$ cat src/rtl/srl_pkg.sv
// Shared constants and field layout for the serial row loader.
// Assumes a fixed command word of 32 bits; field offsets are derived here.
package srl_pkg;
    localparam int WORD_W   = 32;
    localparam int ADDR_W   = 5;
    localparam int DATA_W   = 20;
    localparam int BRIGHT_W = 4;
    localparam int ROWS     = 20;

    localparam int ADDR_LSB   = WORD_W - ADDR_W;
    localparam int DATA_LSB   = ADDR_LSB - DATA_W;
    localparam int BRIGHT_LSB = DATA_LSB - BRIGHT_W;

    typedef struct packed {
        logic [ADDR_W-1:0]   row;
        logic [DATA_W-1:0]   pixels;
        logic [BRIGHT_W-1:0] level;
    } cmd_t;

    // Pull the used fields out of a raw command word; low spare bits dropped.
    function automatic cmd_t split_word(input logic [WORD_W-1:0] w);
        cmd_t c;
        c.row    = w[ADDR_LSB   +: ADDR_W];
        c.pixels = w[DATA_LSB   +: DATA_W];
        c.level  = w[BRIGHT_LSB +: BRIGHT_W];
        return c;
    endfunction
endpackage

$ cat src/rtl/srl_shift.sv
// Serial-in shift register for command words.
// Shifts one bit per rising clock, MSB first, continuously; the consumer
// decides when the contents are meaningful. Synchronous active-low reset.
module srl_shift #(
    parameter int W = 32
) (
    input  logic         clk,
    input  logic         rst_n,
    input  logic         din,
    output logic [W-1:0] word
);
    logic [W-1:0] sr_q;

    // Move the register up one place and take the new bit at the bottom.
    always_ff @(posedge clk) begin
        if (!rst_n) sr_q <= '0;
        else        sr_q <= {sr_q[W-2:0], din};
    end

    assign word = sr_q;
endmodule

$ cat src/rtl/srl_commit.sv
// Commit stage: detects the strobe's rising edge in the serial clock domain,
// decodes the shifted word and issues at most one store write per rising edge.
// Also holds the brightness code. Assumes strobe is synchronous to clk.
module srl_commit
    import srl_pkg::*;
#(
    parameter int NROWS = ROWS
) (
    input  logic                clk,
    input  logic                rst_n,
    input  logic                strobe,
    input  logic [WORD_W-1:0]   word,
    output logic                wr_en,
    output logic [ADDR_W-1:0]   wr_addr,
    output logic [DATA_W-1:0]   wr_data,
    output logic [BRIGHT_W-1:0] bright
);
    logic                strobe_q;
    logic                commit;
    logic [BRIGHT_W-1:0] bright_q;
    cmd_t                cmd;

    assign cmd     = split_word(word);
    assign commit  = strobe && !strobe_q;
    assign wr_en   = commit && (int'(cmd.row) < NROWS);
    assign wr_addr = cmd.row;
    assign wr_data = cmd.pixels;
    assign bright  = bright_q;

    // Remember the strobe level of the previous edge for edge detection.
    always_ff @(posedge clk) begin
        if (!rst_n) strobe_q <= 1'b0;
        else        strobe_q <= strobe;
    end

    // Load the brightness code on every commit, in range or not.
    always_ff @(posedge clk) begin
        if (!rst_n)      bright_q <= '0;
        else if (commit) bright_q <= cmd.level;
    end

    // brightness only moves on a commit edge.
    p_bright_hold_r4: assert property (@(posedge clk) disable iff (!rst_n)
        !commit |=> $stable(bright_q));

    // a commit edge cannot be followed directly by another commit.
    p_single_commit_r5: assert property (@(posedge clk) disable iff (!rst_n)
        commit |=> !commit);
endmodule

$ cat src/rtl/srl_frame.sv
// Frame store: NROWS rows of DW bits with one synchronous write port and an
// independent combinational read port. Reads of rows past the end give zero.
// Synchronous active-low reset clears every row.
module srl_frame #(
    parameter int NROWS = 20,
    parameter int DW    = 20,
    parameter int AW    = 5
) (
    input  logic          clk,
    input  logic          rst_n,
    input  logic          wr_en,
    input  logic [AW-1:0] wr_addr,
    input  logic [DW-1:0] wr_data,
    input  logic [AW-1:0] rd_addr,
    output logic [DW-1:0] rd_data
);
    logic [NROWS-1:0][DW-1:0] mem_q;

    for (genvar r = 0; r < NROWS; r++) begin : g_row
        // Each row takes the write data only when it is the one addressed.
        always_ff @(posedge clk) begin
            if (!rst_n)
                mem_q[r] <= '0;
            else if (wr_en && (wr_addr == AW'(r)))
                mem_q[r] <= wr_data;
        end
    end

    // Select the addressed row for the scan side; out-of-range reads zero.
    always_comb begin
        rd_data = '0;
        for (int r = 0; r < NROWS; r++) begin
            if (rd_addr == AW'(r)) rd_data = mem_q[r];
        end
    end

    // the commit stage never asks for a row that does not exist.
    p_addr_in_range_r6: assert property (@(posedge clk) disable iff (!rst_n)
        wr_en |-> (int'(wr_addr) < NROWS));

    // without a write, no row of the store moves.
    p_rows_hold_r9: assert property (@(posedge clk) disable iff (!rst_n)
        !wr_en |=> $stable(mem_q));

    // a reset edge leaves the whole store at zero.
    p_reset_clears_r8: assert property (@(posedge clk)
        !rst_n |=> (mem_q == '0));
endmodule

$ cat src/rtl/serial_row_loader.sv
// Serial row loader: a shift register feeding a commit decoder that writes a
// 20x20 frame store and holds a brightness code. The read port is
// combinational and independent of loading. All logic is on sclk; strobe
// and sdata are assumed synchronous to it.
module serial_row_loader
    import srl_pkg::*;
(
    input  logic                sclk,
    input  logic                rst_n,
    input  logic                sdata,
    input  logic                strobe,
    input  logic [ADDR_W-1:0]   rd_addr,
    output logic [DATA_W-1:0]   rd_data,
    output logic [BRIGHT_W-1:0] bright
);
    logic [WORD_W-1:0] word;
    logic              wr_en;
    logic [ADDR_W-1:0] wr_addr;
    logic [DATA_W-1:0] wr_data;

    srl_shift #(.W(WORD_W)) u_shift (
        .clk  (sclk),
        .rst_n(rst_n),
        .din  (sdata),
        .word (word)
    );

    srl_commit #(.NROWS(ROWS)) u_commit (
        .clk    (sclk),
        .rst_n  (rst_n),
        .strobe (strobe),
        .word   (word),
        .wr_en  (wr_en),
        .wr_addr(wr_addr),
        .wr_data(wr_data),
        .bright (bright)
    );

    srl_frame #(.NROWS(ROWS), .DW(DATA_W), .AW(ADDR_W)) u_frame (
        .clk    (sclk),
        .rst_n  (rst_n),
        .wr_en  (wr_en),
        .wr_addr(wr_addr),
        .wr_data(wr_data),
        .rd_addr(rd_addr),
        .rd_data(rd_data)
    );
endmodule

$ cat config.mk
export PLATFORM = sky130hd
export DESIGN_NAME = serial_row_loader
export DESIGN_NICKNAME = d
export VERILOG_FILES = /design/src/rtl/srl_pkg.sv /design/src/rtl/srl_shift.sv /design/src/rtl/srl_commit.sv /design/src/rtl/srl_frame.sv /design/src/rtl/serial_row_loader.sv
export SDC_FILE = /design/constraint.sdc
export NUM_CORES = 1
export LEC_CHECK = 0
export ABC_AREA = 1
export BUFFER_PORTS_ARGS = -buffer_cell sky130_fd_sc_hd__buf_4
export CORE_MARGIN = 2
export CORE_UTILIZATION = 60
export DETAILED_ROUTE_END_ITERATION = 12
export GPL_ROUTABILITY_DRIVEN = 0
export PLACE_DENSITY = 0.77
export SKIP_LAST_GASP = 1
export SYNTH_ARGS = -nofsm -noshare
export SYNTH_HDL_FRONTEND = slang
export SYNTH_SLANG_ARGS = --single-unit
$ cat constraint.sdc
create_clock -name sclk -period 2.7 [get_ports sclk]
set_input_delay 0.54 -clock sclk [delete_from_list [all_inputs] [get_ports sclk]]
set_output_delay 0.54 -clock sclk [all_outputs]
set_load 0.01 [all_outputs]
; Yosys cells after proc, flatten, opt, wreduce, memory -nomap -nowiden
; Cells that the tools add are included.
[op_classes]
n_lt_le_gt_ge = 1
eq_ne = 38
n_mux = 20
reduce_logical = 25
[ops]
columns = op, n
row1 = 20-bit two-way mux, 20
row2 = "5-bit by 4-bit == test with 1-bit output, second input constant", 16
row3 = "5-bit by 3-bit == test with 1-bit output, second input constant", 8
row4 = "5-bit == test, second input constant", 8
row5 = 1-bit logical AND, 22
row6 = "5-bit by 2-bit == test with 1-bit output, second input constant", 4
row7 = "5-bit by 1-bit == test with 1-bit output, second input constant", 2
row8 = 5-bit logical NOT, 2
row9 = "5-bit < comparator, second input constant", 1
row10 = 1-bit logical NOT, 1
[word_totals]
regBits = 437
in_bits = 9
out_inout_bits = 24
wordCells = 107

; Longest topological paths before layout
[depth]
word_depth = 21
ltp_mapped = 16
mapped_depth_nobuf = 15

; Cells and area by module
; Synthesis repeated with hierarchy kept, for this count alone.
[unflattened]
cells_unflattened = 2745
hier_area_um2 = 18971.9
[by_module_without_submodules]
columns = module, instances, cells_per_inst, area_each_um2, seq_area_each_um2
row1 = srl_frame, 1, 2589, 17655.7, 8007.7
row2 = srl_shift, 1, 99, 914.6, 640.6
row3 = srl_commit, 1, 57, 401.6, 100.1

; Worst setup path before layout
; Ideal clock, no wire load.
[synth_timing]
path_type = input to output
startpoint = input rd_addr[3]
endpoint = output rd_data[18]
arrival_time_ns = 1.782
required_time_ns = 2.160
setup_slack_ns = 0.378
cell_stages = 14
path_buffers = 1
cell_sequence = nor2_4 > inv_1 > nor2_4 > buf_4 > nand2_1 > nand4_1 > nand2_1 > nand4_1 > nand2_1 > nand3_1 > nand2_1 > nand3_1 > nand2_1 > nand4_1
[synth_via]
elab_chain_cells = 21
word_cells_on_any_way = 40
classes_between = eq/ne: 19 / mux: 20 / reduce/logical: 1
[synth_lines]
columns = item, line
row1 = from (decl), serial_row_loader.sv:12  ; input logic [ADDR_W-1:0] rd_addr,
row2 = 5-bit logical NOT, srl_frame.sv:33  ; if (rd_addr == AW'(r)) rd_data = mem_q[r];
row3 = 20-bit two-way mux (19 in series), srl_frame.sv:33
row4 = 20-bit two-way mux *, srl_frame.sv:33
row5 = to (decl), serial_row_loader.sv:13  ; output logic [DATA_W-1:0] rd_data,
; Every way passes the cells marked *; elsewhere a longest branch is shown, timed or not.

; Worst setup path in the final report
[layout_timing]
startpoint = input rd_addr[0]
endpoint = output rd_data[10]
; Same word-level chain as after synthesis.

==> results.yml <==
placement:
  placed_cells: 3049
  dpl.hpwl_mm: 35.3
  port_buffers: 32
setup_path:
  r2r_start: "u_shift.word[29]"
  rr_endpoint: "u_frame.mem_q[347]"
  crit_type: "input pin to output pin"
  critPathArrivalTime_ns: 2.61
  slowest_stage: "nor2_2"
  crit_chain: "buf_8, buf_8, nand2_4, nor2_4, buf_12, buf_12, nand3_2, nand2_1, nor2_1, nand4_1, nand2_1, nand4_1, nand2_1, nand3_2, nand2_2, nand4_1, nor2_2, nand3_1, buf_6"
  critPathLaunchType: "input pin"
  crit_path_end_kind: "output pin"
  path_max_fanout: 7
  max_stage_delay_ns: 0.18
  crit_required_ns: 2.16
  ff2ff_path_depth: 6
  r2r_setup_slack_ns: 0.52
timing:
  finalWorstSetupSlack_ns: -0.451
  skew_ns: 0.0162
  relSlewSlack: 0.202
  rsz0062_at_grt: "yes"
  period_share: 1.17
  period_minus_slack_ns: 3.15
  report.final.setup_viol: 20
  holdWs_ns: 0.208
  max_slew.worst_pin.slew_ns: 1.20
  fmax_mhz: 317
  tns_ns: -7.64
  drv_slew: 0
  finalHoldViolations: 0
grt:
  use_met2: 0.529
  grt_usage: 0.330
  grt_antenna_before_repair: 0
  grt_pass1_wl_mm: 87.3
  use_met3: 0.0420
  grt_overflow_total: 0
  use_met1: 0.441
  grt.busiest_layer: "met2"
  grt_pass1_vias: 16500
  grt_max_degree: 114
clock_tree:
  htreeDepth: 2
  cts-buffers-inserted: 45
  clk_pin_slew_ns: 0.06
  cts-root-buf: "clkbuf_16"
  clk_path_buf_depth: 3
  cts_hold_buf: 0
  clock_sinks: 437
  cts_tree: "done"
  clkLatencyLatePin_ns: 0.54
drt:
  routed_wl_mm: 55.9
  wire_per_inst_um: 17.7
  detail_route.vias_per_cell: 5.70
  ant_nets: 0
  drc: 0
  drt_first_pass_iters: 6
  vias: 18000
  drtIter0Drc: 2231
synth:
  synth.net_count: 2713
  synth_area_um2: 18600
  synthTopCellsByCount: "nor2_1, dfxtp_1, o21ai_0"
  synth_top_area_cell: "dfxtp_1"
  synth_cell_type_count: 28
  synth_area_per_cell_um2: 6.89
  async_flop_share: 0
  postSynthCellCount: 2704
  ys_warn_count: 0
  ys_seq_elements: 437
  yosys.area.top_type_share: 0.469
  synth_edf_count: 0
  synth_area_leaders: "dfxtp_1, o21ai_0, nor2_1, nand2_1, inv_1"
  seq_area_frac_synth: 0.469
  synth_ff_type: "dfxtp_1"
  yosysMostFrequentCell: "nor2_1"
power:
  ir_drop_v: 0.000520
  power_leakage_nw: 9.23
  finalPower_w: 0.0135
  p_per_area_nw_per_um2: 616
worst_hold_path:
  hold_path_depth: 3
  hold_path_end: "u_commit.strobe_q"
  hold_start: "strobe"
  min_path_type: "input pin to register"
final_layout:
  area_growth_pct: 17.3
  fin_nets: 2730
  nFillCells: 2422
  n_antenna_cell: 0
  final_cells: 3150
  drive_gt1_frac: 0.129
floorplan:
  pin_count: 33
  initial_utilization: 0.609
  core_um2: 30600
  core.rowCount: 64
  die-area_um2: 32500
  die_w_um: 180
  dieHeight_um: 180
status:
  outcome: "finished with violations"
  violations: "negative setup slack"
flow_run:
  maxCapViolCount: 0
[critical path: cells and delay by family]
family | cells | cell delay [ns]
buf+inv | 5 | 0.62
simple gates | 14 | 1.46
[worst max-delay path by stage]
| stage | start | endpoint | slack [ns] | cells after the start |
|---|---|---|---|---|
| 2_1_floorplan | rd_addr[3] | rd_data[18] | 0.38 | 14 |
| 3_3_place_gp | rd_addr[1] | rd_data[17] | -0.58 | 18 |
| 3_5_place_dp | rd_addr[1] | rd_data[17] | -0.63 | 18 |
| 4_1_cts | rd_addr[0] | rd_data[8] | -0.41 | 19 |
| 5_1_grt | rd_addr[2] | rd_data[10] | -0.54 | 18 |
| 6_report | rd_addr[0] | rd_data[10] | -0.45 | 19 |
[metal layers]
metal  vias to the layer above  routed length, um
met1                      8329              23100
li1                       8587                  -
met2                       851              25500
met3                       191               4330
met5                         -                  0
met4                         0               3020
[cell type report]
type	instances	area (um2)	area share
flip-flops and latches	437	8750	0.400
repair buffers	167	1690	0.0774
well taps	396	495	0.0227
clock buffers	67	1350	0.0617
clock inverters	13	170	0.00778
inverters	335	1290	0.0588
multi-input cells	1735	8120	0.371
[what timing repair did]
action                                  4_1_cts  5_1_grt
endpoints found under the setup margin       20       20
resized for setup                            64       54
buffers inserted                             10        8
pin swaps                                    33       76
cloned                                        0        3
[report_power, final]
group / switching (W) / internal [W] / leakage, nW
registers: 0.0000164 / 0.00647 / 3.52
clock network: 0.00253 / 0.00382 / 0.749
logic: 0.000391 / 0.000229 / 4.96
[cell usage in the layout (no fill, tap or decap), types with 9 or more instances in the layout]
master / instances
nand3_1: 54
nand4_1: 85
o21ai_0: 415
nand2_2: 18
buf_4: 123
o21ai_1: 9
nor2_2: 25
clkbuf_8: 14
a21oi_1: 223
inv_2: 12
nor2_4: 17
nand2_1: 374
clkbuf_16: 48
inv_1: 316
buf_12: 24
nand3_2: 17
dfxtp_1: 437
buf_6: 11
nor2_1: 467
[cells by family after synthesis]
| kind of cell | share of synthesized area |
|---|---|
| AO/OA/AOI/OAI | 0.175 |
| buffers and inverters | 0.111 |
| flip-flops | 0.469 |
| AND/OR/NAND/NOR | 0.244 |
[registers in the layout, summed over array words and instances, names as in the netlist]
name,flops
u_shift.word,32
u_commit.strobe_q,1
u_commit.bright,4
u_frame.mem_q,400
[through the flow]
step           instance area (um2)  utilization  worst slack, ns
6_report                     21900        0.715           -0.451
5_1_grt                      21900        0.715           -0.541
4_1_cts                      21500        0.704           -0.406
3_5_place_dp                 19700        0.643           -0.628
3_3_place_gp                 19700        0.643           -0.579
2_1_floorplan                18600            -            0.378
Power figures use the tool's default switching activity.
